$ cat src/rtl/fbs_pkg.sv
// Shared constants and types for the dual-bank status tracker.
// Assumes a word-addressed array with 32K-word main blocks and 4K-word
// parameter blocks.
package fbs_pkg;
    localparam int SECT_LSB = 15;   // 32K-word block boundary
    localparam int PBLK_LSB = 12;   // 4K-word parameter block boundary
    localparam int N_BANKS  = 2;

    typedef enum logic [2:0] {
        ST_IDLE,
        ST_PROG,
        ST_ERASE,
        ST_ESUS,
        ST_ESPRG
    } bank_st_e;
endpackage

$ cat src/rtl/fbs_bank_map.sv
// Address decoder: gives the bank of a word address and a block key.
// Two addresses in the same erase block produce the same key.
// Assumes the small bank is the top or bottom quarter of the space and
// that its outermost 32K words hold the 4K parameter blocks.
module fbs_bank_map #(
    parameter int ADDR_W    = 21,
    parameter bit PARAM_TOP = 1'b1,
    parameter int SECT_LSB  = 15,
    parameter int PBLK_LSB  = 12,
    localparam int KEY_W    = ADDR_W - PBLK_LSB
) (
    input  logic [ADDR_W-1:0] addr,
    output logic              bank_b,
    output logic [KEY_W-1:0]  key
);
    localparam int SEC_W = ADDR_W - SECT_LSB;
    localparam int SUB_W = SECT_LSB - PBLK_LSB;

    logic [SEC_W-1:0] sector;
    logic             param_sec;
    logic             unused_lo;

    assign sector    = addr[ADDR_W-1:SECT_LSB];
    assign unused_lo = ^addr[PBLK_LSB-1:0];

    // Variant select: the small bank and its parameter sector sit at one end.
    generate
        if (PARAM_TOP) begin : g_top
            assign bank_b    = ~(&addr[ADDR_W-1 -: 2]);
            assign param_sec = &sector;
        end else begin : g_bot
            assign bank_b    = |addr[ADDR_W-1 -: 2];
            assign param_sec = ~(|sector);
        end
    endgenerate

    // Block key: fine key inside the parameter sector, coarse elsewhere.
    always_comb begin
        if (param_sec) key = addr[ADDR_W-1:PBLK_LSB];
        else           key = {sector, {SUB_W{1'b0}}};
    end
endmodule

$ cat src/rtl/fbs_bank_ctrl.sv
// Per-bank operation tracker: busy timers, erase suspend with one nested
// program, status word and toggle bits.
// Assumes the strobes arrive already decoded to this bank, and that
// ERASE_CYC and PROG_CYC are at least 1.
module fbs_bank_ctrl
    import fbs_pkg::*;
#(
    parameter int KEY_W     = 9,
    parameter int DATA_W    = 16,
    parameter int PROG_CYC  = 8,
    parameter int ERASE_CYC = 40
) (
    input  logic              clk,
    input  logic              rst_n,
    input  logic              st_hit,
    input  logic              st_erase,
    input  logic [KEY_W-1:0]  st_key,
    input  logic              st_d7,
    input  logic              sus_hit,
    input  logic              res_hit,
    input  logic              rd_hit,
    input  logic [KEY_W-1:0]  rd_key,
    output logic              stat_sel,
    output logic [DATA_W-1:0] stat_word,
    output logic              busy_o,
    output logic              susp_o,
    output logic              done_o
);
    localparam int ECNT_W = $clog2(ERASE_CYC + 1);
    localparam int PCNT_W = $clog2(PROG_CYC + 1);

    bank_st_e          st_q;
    logic [ECNT_W-1:0] ecnt_q;
    logic [PCNT_W-1:0] pcnt_q;
    logic [KEY_W-1:0]  eblk_q;
    logic              d7_q, err_q, t6_q, t2_q, done_q;
    logic              erase_open, hit_eblk, nest_ok, poll;

    // Decode of the current state for reads and nested starts.
    always_comb begin
        busy_o     = (st_q != ST_IDLE);
        susp_o     = (st_q == ST_ESUS) || (st_q == ST_ESPRG);
        erase_open = (st_q == ST_ERASE) || susp_o;
        hit_eblk   = rd_hit && erase_open && (rd_key == eblk_q);
        stat_sel   = rd_hit && (((st_q != ST_IDLE) && (st_q != ST_ESUS)) || hit_eblk);
        nest_ok    = (st_q == ST_ESUS) && !res_hit && !st_erase && (st_key != eblk_q);
        poll       = ((st_q == ST_PROG) || (st_q == ST_ESPRG)) ? ~d7_q : 1'b0;
        done_o     = done_q;
    end

    // Status word assembly.
    always_comb begin
        stat_word    = '0;
        stat_word[7] = poll;
        stat_word[6] = t6_q;
        stat_word[5] = err_q;
        stat_word[2] = t2_q;
    end

    // Operation state machine with its two countdown timers.
    always_ff @(posedge clk) begin
        if (!rst_n) begin
            st_q   <= ST_IDLE;
            ecnt_q <= '0;
            pcnt_q <= '0;
            eblk_q <= '0;
            d7_q   <= 1'b0;
            done_q <= 1'b0;
        end else begin
            done_q <= 1'b0;
            case (st_q)
                ST_IDLE: if (st_hit) begin
                    if (st_erase) begin
                        st_q   <= ST_ERASE;
                        ecnt_q <= ECNT_W'(ERASE_CYC - 1);
                        eblk_q <= st_key;
                    end else begin
                        st_q   <= ST_PROG;
                        pcnt_q <= PCNT_W'(PROG_CYC - 1);
                        d7_q   <= st_d7;
                    end
                end
                ST_PROG: begin
                    if (pcnt_q == '0) begin
                        st_q   <= ST_IDLE;
                        done_q <= 1'b1;
                    end else begin
                        pcnt_q <= pcnt_q - 1'b1;
                    end
                end
                ST_ERASE: begin
                    if (ecnt_q == '0) begin
                        st_q   <= ST_IDLE;
                        done_q <= 1'b1;
                    end else begin
                        ecnt_q <= ecnt_q - 1'b1;
                        if (sus_hit) st_q <= ST_ESUS;
                    end
                end
                ST_ESUS: begin
                    if (res_hit) begin
                        st_q <= ST_ERASE;
                    end else if (st_hit && nest_ok) begin
                        st_q   <= ST_ESPRG;
                        pcnt_q <= PCNT_W'(PROG_CYC - 1);
                        d7_q   <= st_d7;
                    end
                end
                ST_ESPRG: begin
                    if (pcnt_q == '0) st_q <= ST_ESUS;
                    else              pcnt_q <= pcnt_q - 1'b1;
                end
                default: st_q <= ST_IDLE;
            endcase
        end
    end

    // Error flag: set by a rejected start, cleared once the bank is idle.
    always_ff @(posedge clk) begin
        if (!rst_n)                                  err_q <= 1'b0;
        else if (st_q == ST_IDLE)                    err_q <= 1'b0;
        else if (st_hit && !nest_ok)                 err_q <= 1'b1;
    end

    // Toggle bits: bit 6 on every status read, bit 2 on erase-block reads.
    always_ff @(posedge clk) begin
        if (!rst_n) begin
            t6_q <= 1'b0;
            t2_q <= 1'b0;
        end else begin
            if (stat_sel) t6_q <= ~t6_q;
            if (hit_eblk) t2_q <= ~t2_q;
        end
    end

    // completion pulse only right after a busy period.
    p_done_after_busy_r3: assert property (@(posedge clk) disable iff (!rst_n)
        done_o |-> (!busy_o && $past(busy_o)));
    // busy can only drop together with the completion pulse.
    p_fall_gives_done_r3: assert property (@(posedge clk) disable iff (!rst_n)
        $fell(busy_o) |-> done_o);
    // the erase timer holds while the erase stays suspended.
    p_timer_frozen_r9: assert property (@(posedge clk) disable iff (!rst_n)
        (susp_o && $past(susp_o)) |-> $stable(ecnt_q));
    // suspension is only entered from a running erase.
    p_susp_from_erase_r9: assert property (@(posedge clk) disable iff (!rst_n)
        $rose(susp_o) |-> $past(st_q == ST_ERASE));
    // the error flag never survives a full idle cycle.
    p_err_cleared_r8: assert property (@(posedge clk) disable iff (!rst_n)
        (!busy_o && $past(!busy_o)) |-> !err_q);
endmodule

$ cat src/rtl/fbs_dual_bank_status.sv
// Top of the dual-bank status tracker: decodes the bank of starts and
// reads, runs one tracker per bank and registers the read answer, so
// that array and status reads share one cycle of latency.
// Assumes arr_q is the array word for rd_addr in the cycle of rd_en.
module fbs_dual_bank_status
    import fbs_pkg::*;
#(
    parameter int ADDR_W    = 21,
    parameter int DATA_W    = 16,
    parameter bit PARAM_TOP = 1'b1,
    parameter int PROG_CYC  = 8,
    parameter int ERASE_CYC = 40
) (
    input  logic              clk,
    input  logic              rst_n,
    input  logic              st_vld,
    input  logic              st_erase,
    input  logic [ADDR_W-1:0] st_addr,
    input  logic              st_d7,
    input  logic              sus_vld,
    input  logic              sus_bank,
    input  logic              res_vld,
    input  logic              res_bank,
    input  logic              rd_en,
    input  logic [ADDR_W-1:0] rd_addr,
    input  logic [DATA_W-1:0] arr_q,
    output logic              rd_vld,
    output logic [DATA_W-1:0] rd_data,
    output logic              rd_stat,
    output logic [1:0]        bank_busy,
    output logic [1:0]        bank_susp,
    output logic [1:0]        bank_done
);
    localparam int KEY_W = ADDR_W - PBLK_LSB;

    logic              st_bank, rd_bank;
    logic [KEY_W-1:0]  st_key, rd_key;
    logic [N_BANKS-1:0] stat_sel;
    logic [DATA_W-1:0] stat_word [N_BANKS];

    fbs_bank_map #(.ADDR_W(ADDR_W), .PARAM_TOP(PARAM_TOP),
                   .SECT_LSB(SECT_LSB), .PBLK_LSB(PBLK_LSB))
        u_st_map (.addr(st_addr), .bank_b(st_bank), .key(st_key));

    fbs_bank_map #(.ADDR_W(ADDR_W), .PARAM_TOP(PARAM_TOP),
                   .SECT_LSB(SECT_LSB), .PBLK_LSB(PBLK_LSB))
        u_rd_map (.addr(rd_addr), .bank_b(rd_bank), .key(rd_key));

    // One tracker per bank, each fed the strobes that decode to it.
    generate
        for (genvar b = 0; b < N_BANKS; b++) begin : g_bank
            localparam logic BID = 1'(b);
            fbs_bank_ctrl #(.KEY_W(KEY_W), .DATA_W(DATA_W),
                            .PROG_CYC(PROG_CYC), .ERASE_CYC(ERASE_CYC))
                u_bank (
                    .clk      (clk),
                    .rst_n    (rst_n),
                    .st_hit   (st_vld && (st_bank == BID)),
                    .st_erase (st_erase),
                    .st_key   (st_key),
                    .st_d7    (st_d7),
                    .sus_hit  (sus_vld && (sus_bank == BID)),
                    .res_hit  (res_vld && (res_bank == BID)),
                    .rd_hit   (rd_en && (rd_bank == BID)),
                    .rd_key   (rd_key),
                    .stat_sel (stat_sel[b]),
                    .stat_word(stat_word[b]),
                    .busy_o   (bank_busy[b]),
                    .susp_o   (bank_susp[b]),
                    .done_o   (bank_done[b])
                );
        end
    endgenerate

    // Read answer register: status of the addressed bank or array word.
    always_ff @(posedge clk) begin
        if (!rst_n) begin
            rd_vld  <= 1'b0;
            rd_stat <= 1'b0;
            rd_data <= '0;
        end else begin
            rd_vld <= rd_en;
            if (rd_en) begin
                rd_stat <= stat_sel[rd_bank];
                rd_data <= stat_sel[rd_bank] ? stat_word[rd_bank] : arr_q;
            end
        end
    end

    // a read of an idle bank passes the array word one cycle later.
    p_idle_pass_r4: assert property (@(posedge clk) disable iff (!rst_n)
        (rd_en && !bank_busy[rd_bank]) |=> (rd_vld && !rd_stat && rd_data == $past(arr_q)));
    // every read is answered in the next cycle.
    p_read_latency_r4: assert property (@(posedge clk) disable iff (!rst_n)
        rd_en |=> rd_vld);
endmodule

$ cat config.mk
export PLATFORM = sky130hd
export DESIGN_NAME = fbs_dual_bank_status
export DESIGN_NICKNAME = d
export VERILOG_FILES = /design/src/rtl/fbs_pkg.sv /design/src/rtl/fbs_bank_map.sv /design/src/rtl/fbs_bank_ctrl.sv /design/src/rtl/fbs_dual_bank_status.sv
export SDC_FILE = /design/constraint.sdc
export NUM_CORES = 1
export LEC_CHECK = 0
export BUFFER_PORTS_ARGS = -buffer_cell sky130_fd_sc_hd__buf_4
export CORE_ASPECT_RATIO = 1.5
export CORE_MARGIN = 4
export CORE_UTILIZATION = 55
export DETAILED_ROUTE_END_ITERATION = 8
export GPL_TIMING_DRIVEN = 0
export PLACE_DENSITY_LB_ADDON = 0.15
export SKIP_LAST_GASP = 1
export SLEW_MARGIN = 30
export SYNTH_ARGS = -nofsm -noshare
export SYNTH_HDL_FRONTEND = slang
export SYNTH_SLANG_ARGS = --single-unit
$ cat constraint.sdc
create_clock -name clk -period 5.3 [get_ports clk]
set_clock_uncertainty 0.15 [all_clocks]
set_input_delay 0.795 -clock clk [delete_from_list [all_inputs] [get_ports clk]]
set_output_delay 0.795 -clock clk [all_outputs]
set_load 0.01 [all_outputs]
# == After elaboration in Yosys (flattened, before gate mapping) ==
# Index checks and enable logic that the tools add are counted.
# W data, S select, Z words.
# op_classes
add_sub_neg,4
n_reduce_logical,71
n_bitwise,12
eq_ne,36
order_cmp,2
mux,60
# ops
cell,n
$mux W16,3
$mux W3,16
$mux W4,9
$ne A2 B2 Y1 const B,16
$mux W6,5
$pmux W3 S5,2
$logic_and A1 B1 Y1,26
$pmux W4 S3,2
$pmux W6 S2,2
$reduce_and A6 Y1,4
$reduce_and A5 Y1,4
$eq A9 B9 Y1,2
$ne A3 B2 Y1 const B,6
$ne A9 B9 Y1,2
$mux W1,15
$eq A3 B2 Y1 const B,4
$logic_not A6 Y1,2
$reduce_bool A3 Y1,4
$sub A6 B1 Y6 const B,2
$not A1 Y1,11
$logic_not A4 Y1,2
$logic_or A1 B1 Y1,8
$mux W8,1
$pmux W1 S2,4
15 further kinds,33
# word_totals
out_inout_bits,24
inputBits,68
ff_bits,72
word_cells,206

# == Longest topological paths before layout ==
# depth
word_depth,10
depth_mapped,9

# == Cells and area by module ==
# A second synthesis with hierarchy kept.
# hier_totals
cells_unflattened,543
hier_area_um2,4598.2
# modules_own_cells
module,n_inst,area_each_um2,cells_per_inst,seq_area_each_um2
fbs_bank_ctrl at g_bank[1].u_bank,1,1767.9,217,540.5
fbs_bank_ctrl at g_bank[0].u_bank,1,1725.4,209,540.5
fbs_dual_bank_status,1,929.6,89,360.3
fbs_bank_map,2,87.6,14,0.0

# == Worst setup path after synthesis ==
# OpenSTA, ideal clock, no wires.
# synth_timing
path_type,input to register
startpoint,input port rd_addr[19]
endpoint,register rd_data[0]
t_arrival_ns,2.250
slack_ns,2.783
cell_stages,9
setup_ns,0.117
path_cell_list,and2_4 buf_6 nand3_1 xor2_1 a31oi_2 o211ai_4 nor2_2 buf_6 a22o_1
# synth_via
elab_chain_len,10
word_cells_on_any_way,19
cone_classes,eq/ne (2); mux (4); bitwise (1); reduce/logical (12)
# synth_lines
element,line_no,text
from (decl),fbs_dual_bank_status.sv:25,"input logic [ADDR_W-1:0] rd_addr,"
branches (longest 7 deep; another with $eq A9 B9 Y1),-,
$mux W1 (implied by the code) (*) (2 in series),fbs_dual_bank_status.sv:85,rd_data <= stat_sel[rd_bank] ? stat_word[rd_bank] : arr_q;
$mux W16 (*),fbs_dual_bank_status.sv:85,
to (signal assigned),fbs_dual_bank_status.sv:85,
to (decl),fbs_dual_bank_status.sv:28,"output logic [DATA_W-1:0] rd_data,"
# Mark *: on every way between the ends. The select of a mux whose other input is x is not followed.
# A chain may end at the register's enable or synchronous reset.

# == Worst setup path in the final report ==
# layout_timing
startpoint,register g_bank[0].u_bank.st_q[2]
endpoint,output port bank_susp[0]
# layout_via
elab_chain_len,2
word_cells_on_any_way,3
cone_classes,eq/ne (2); reduce/logical (1)
# layout_lines
element,line_no,text
from (decl),fbs_bank_ctrl.sv:32,bank_st_e st_q;
from (signal assigned),fbs_bank_ctrl.sv:63,st_q <= ST_IDLE;
from (signal assigned),fbs_bank_ctrl.sv:74,st_q <= ST_ERASE;
from (signal assigned),fbs_bank_ctrl.sv:78,st_q <= ST_PROG;
$eq A3 B2 Y1 or $eq A3 B3 Y1 (tied branches),fbs_bank_ctrl.sv:42,susp_o = (st_q == ST_ESUS) || (st_q == ST_ESPRG);
$logic_or A1 B1 Y1 (*),fbs_bank_ctrl.sv:42,
to (decl),fbs_dual_bank_status.sv:31,"output logic [1:0] bank_susp,"
# Every way passes the cells marked *; elsewhere a longest branch is shown, timed or not.

==> flow_summary.yaml <==
critical_path:
  timing.critical_path.max_delay_family: "buffers and inverters"
  category_of_the_worst_setup_path_launch_point: "flop"
  ff2ff_path_depth: 8
  criticalPathCategory: "flop to output pin"
  crit_required_ns: 4.36
  cp-startpoint: "g_bank[0].u_bank.st_q[2]"
  worstPathMaxFanout: 10
  worstReg2RegStart: "g_bank[1].u_bank.ecnt_q[0]"
  cp_num_buf_inv: 4
  r2r_setup_slack_ns: 2.82
  worst_setup_path_end_kind: "output pin"
  cp_data_arrival_time_ns: 1.80
  worstPathCellList: "clkbuf_1, clkbuf_1, o21ai_0, buf_4, buf_4"
  slowest_delay_ns: 0.39
  critical_path.reg2reg.endpoint: "g_bank[1].u_bank.st_q[0]"
  critical-path-slowest-cell: "clkbuf_1"
clock_network:
  cts.repair.resized: 0
  clockRootBuffer: "clkbuf_8"
  clockBufferDepth: 2
  insertion_delay_ns: 0.35
  cts_num_sinks: 72
  ctsHtreeMaxLevel: 3
  hold_buffers: 0
  cts.clk_slew.worst_paths_ns: 0.07
  post_cts_buffers: 0
  tritoncts: "yes"
  cts_made_buffers: 9
placed_design:
  port_buffers: 65
  gp_congestion: 0.897
  detailed_place_hpwl_um: 7980
  preCtsSetupSlack_ns: 2.37
status:
  status: "finished clean"
global_route:
  grtUsageMet3_pct: 5.18
  first_global_vias: 3743
  globalRoute.busiestLayer: "met2"
  grt_usage_pct: 24.3
  groute.layer.met1.usage_pct: 27.9
  grt.met2_usage_pct: 43.1
  grt_pass1_wl_um: 17300
  grt_start_max_net_pins: 12
  globalRouteOverflowTotal: 0
  grt_antenna_before_repair: 0
sta:
  tightest_slew_ns: 0.876
  setup_violations: 0
  rsz_0062_raised_after_global_routing: "false"
  max_clock_freq_mhz: 364
  timing.final.max_slew_violations: 0
  period_share_pct: 51.9
  fin_crit_ns: 2.75
  fin_tns_setup_ns: 0
  worst_slew_margin_rel_pct: 41.1
  post_layout_worst_setup_margin_ns: 2.55
  report.final.hold_viol_count: 0
die:
  rows: 38
  floorplan.die_area_sq_um: 8830
  pin_count: 92
  start_util_pct: 56.4
  chipWidth_um: 78.1
  floorplan.core_area_sq_um: 7180
  die_height_um: 113
pwr:
  peak_supply_drop_uv: 221
  power_leakage_nw: 2.01
  power_density_nw_per_um2: 407
synth:
  synth.distinct_cells: 67
  seq_cells_post_synth: 72
  ys_warn_count: 0
  asyncSetResetFlopFracSynth_pct: 0
  synth_ff_type: "dfxtp_1"
  mappedNetlistArea_sq_um: 4050
  postSynthCellCount: 494
  synthesis.nets: 566
  synth_edf_count: 0
  synth.avg_cell_area_sq_um: 8.20
  synth_sequential_area_ratio_pct: 35.6
min_path:
  min_to: "g_bank[0].u_bank.d7_q"
  hold_path.startpoint: "g_bank[0].u_bank.d7_q"
  hold_path_class: "flop to flop"
  hold_path_depth: 2
routing:
  detailedRoute.firstIterationViolations: 289
  total_routed_length_um: 10500
  dr_wl_cell_um: 15.6
  route.vias.total: 3880
  drtAntennaViolNets: 0
  remaining_drc_errors: 0
  routed_via_density: 5.75
  1st_pass_router_iterations: 5
final_layout:
  filler_cell_count: 634
  area_delta_synth_final_pct: 19.6
  antennaDiodeCount: 0
  nets: 642
  area.sequential_sq_um: 1440
  drive_above_1_share_pct: 19.1
  multiInputGateArea_sq_um: 2370
job:
  max_cap_viol_count: 0
==> cells in the final DEF (no fill, tap or decap), drive strengths merged, types with 5 or more instances in the layout <==
cell type	instances
a211oi	6
mux2i	13
a31oi	9
nand2b	13
a21oi	28
xor2	15
nor4	9
or3	5
buf	80
a22o	13
o21ai	15
xnor2	23
clkbuf	27
and3	7
dfxtp	72
nor2	58
nor3	13
nand2	54
nand3	21
nand4	9
inv	19
==> through the flow <==
stage	util [%]	std cells	power, mW	hold WS, ns	cell area [sq um]
after global routing	67.4	675	2.12	0.344	4840
after global placement	64.9	659	1.53	0.287	4660
after detailed placement	64.9	659	1.56	0.301	4660
after floorplan	-	494	1.33	0.285	4050
after CTS	67.4	675	1.97	0.313	4840
final	67.4	675	1.97	0.310	4840
==> how the worst max path moves through the flow <==
stage	end	slack [ns]	depth (start not counted)
after CTS	bank_susp[0]	2.56	5
after floorplan	rd_data[0]	2.78	9
after global routing	bank_susp[0]	2.40	5
after detailed placement	rd_data[14]	2.37	9
after global placement	rd_data[13]	2.44	9
final	bank_susp[0]	2.55	5
==> logic make-up (layout without fill, tap and decap cells) <==
family	Yosys count	after routing	synth area share (%)
multiplexers	13	13	3.21
flip-flops	72	72	35.6
XOR/XNOR	38	38	8.22
adder cells (fa/ha/maj)	4	4	1.24
buffers and inverters	49	130	5.84
AND/OR/NAND/NOR	213	213	26.9
AO/OA/AOI/OAI	105	105	19.0
==> metal layers <==
layer	vias to the layer above	routed length, um
li1	1903	-
met1	1793	4320
met2	162	5260
met3	22	670
met4	0	265
met5	-	0
==> power breakdown <==
group | internal (mW) | switching (mW) | leakage, nW
logic | 0.374 | 0.485 | 1.33
clock network | 0.216 | 0.193 | 0.0941
registers | 0.636 | 0.0685 | 0.587
total | 1.23 | 0.747 | 2.01
==> registers in the layout, summed over array words and instances, names as in the netlist <==
register / cells
g_bank.u_bank.eblk_q: 18
rd_data: 16
g_bank.u_bank.ecnt_q: 12
g_bank.u_bank.pcnt_q: 8
g_bank.u_bank.st_q: 6
g_bank.u_bank.d7_q: 2
g_bank.u_bank.done_o: 2
g_bank.u_bank.err_q: 2
g_bank.u_bank.t2_q: 2
g_bank.u_bank.t6_q: 2
rd_stat: 1
rd_vld: 1
==> final cells by class <==
| class | count | area share, % |
|---|---|---|
| Buffer | 30 | 3.41 |
| Clock buffer | 12 | 2.79 |
| Clock inverter | 4 | 0.930 |
| Inverter | 19 | 1.47 |
| Multi-Input combinational cell | 373 | 49.0 |
| Sequential cell | 72 | 29.8 |
| Tap cell | 100 | 2.58 |
| Timing Repair Buffer | 65 | 10.1 |
==> synth_stat cells, types with 7 or more instances <==
library cell,instances,area share (%)
o21ai_0,14,1.7
and3_1,7,1.1
buf_4,7,1.3
inv_1,19,1.8
a31oi_1,8,1.2
nor4_1,9,1.4
a21oi_1,28,3.5
a22o_1,13,2.8
mux2i_1,13,3.2
nand2_1,54,5.0
xor2_1,15,3.2
nor3_1,13,1.6
dfxtp_1,72,36
xnor2_1,23,5.0
nor2_1,56,5.2
nand3_1,20,2.5
clkbuf_1,15,1.4
nand4_1,8,1.2
nand2b_1,12,1.9
==> worst reg2reg max path, cell delays in order, from the launching register on <==
cell and delay [ns]:
dfxtp_1 0.35, inv_1 0.07, ha_1 0.17, or3b_2 0.47, nor3_1 0.42, nor3_1 0.15
a22o_1 0.27, nor4_1 0.22, o21bai_1 0.14
Power figures use the tool's default switching activity.
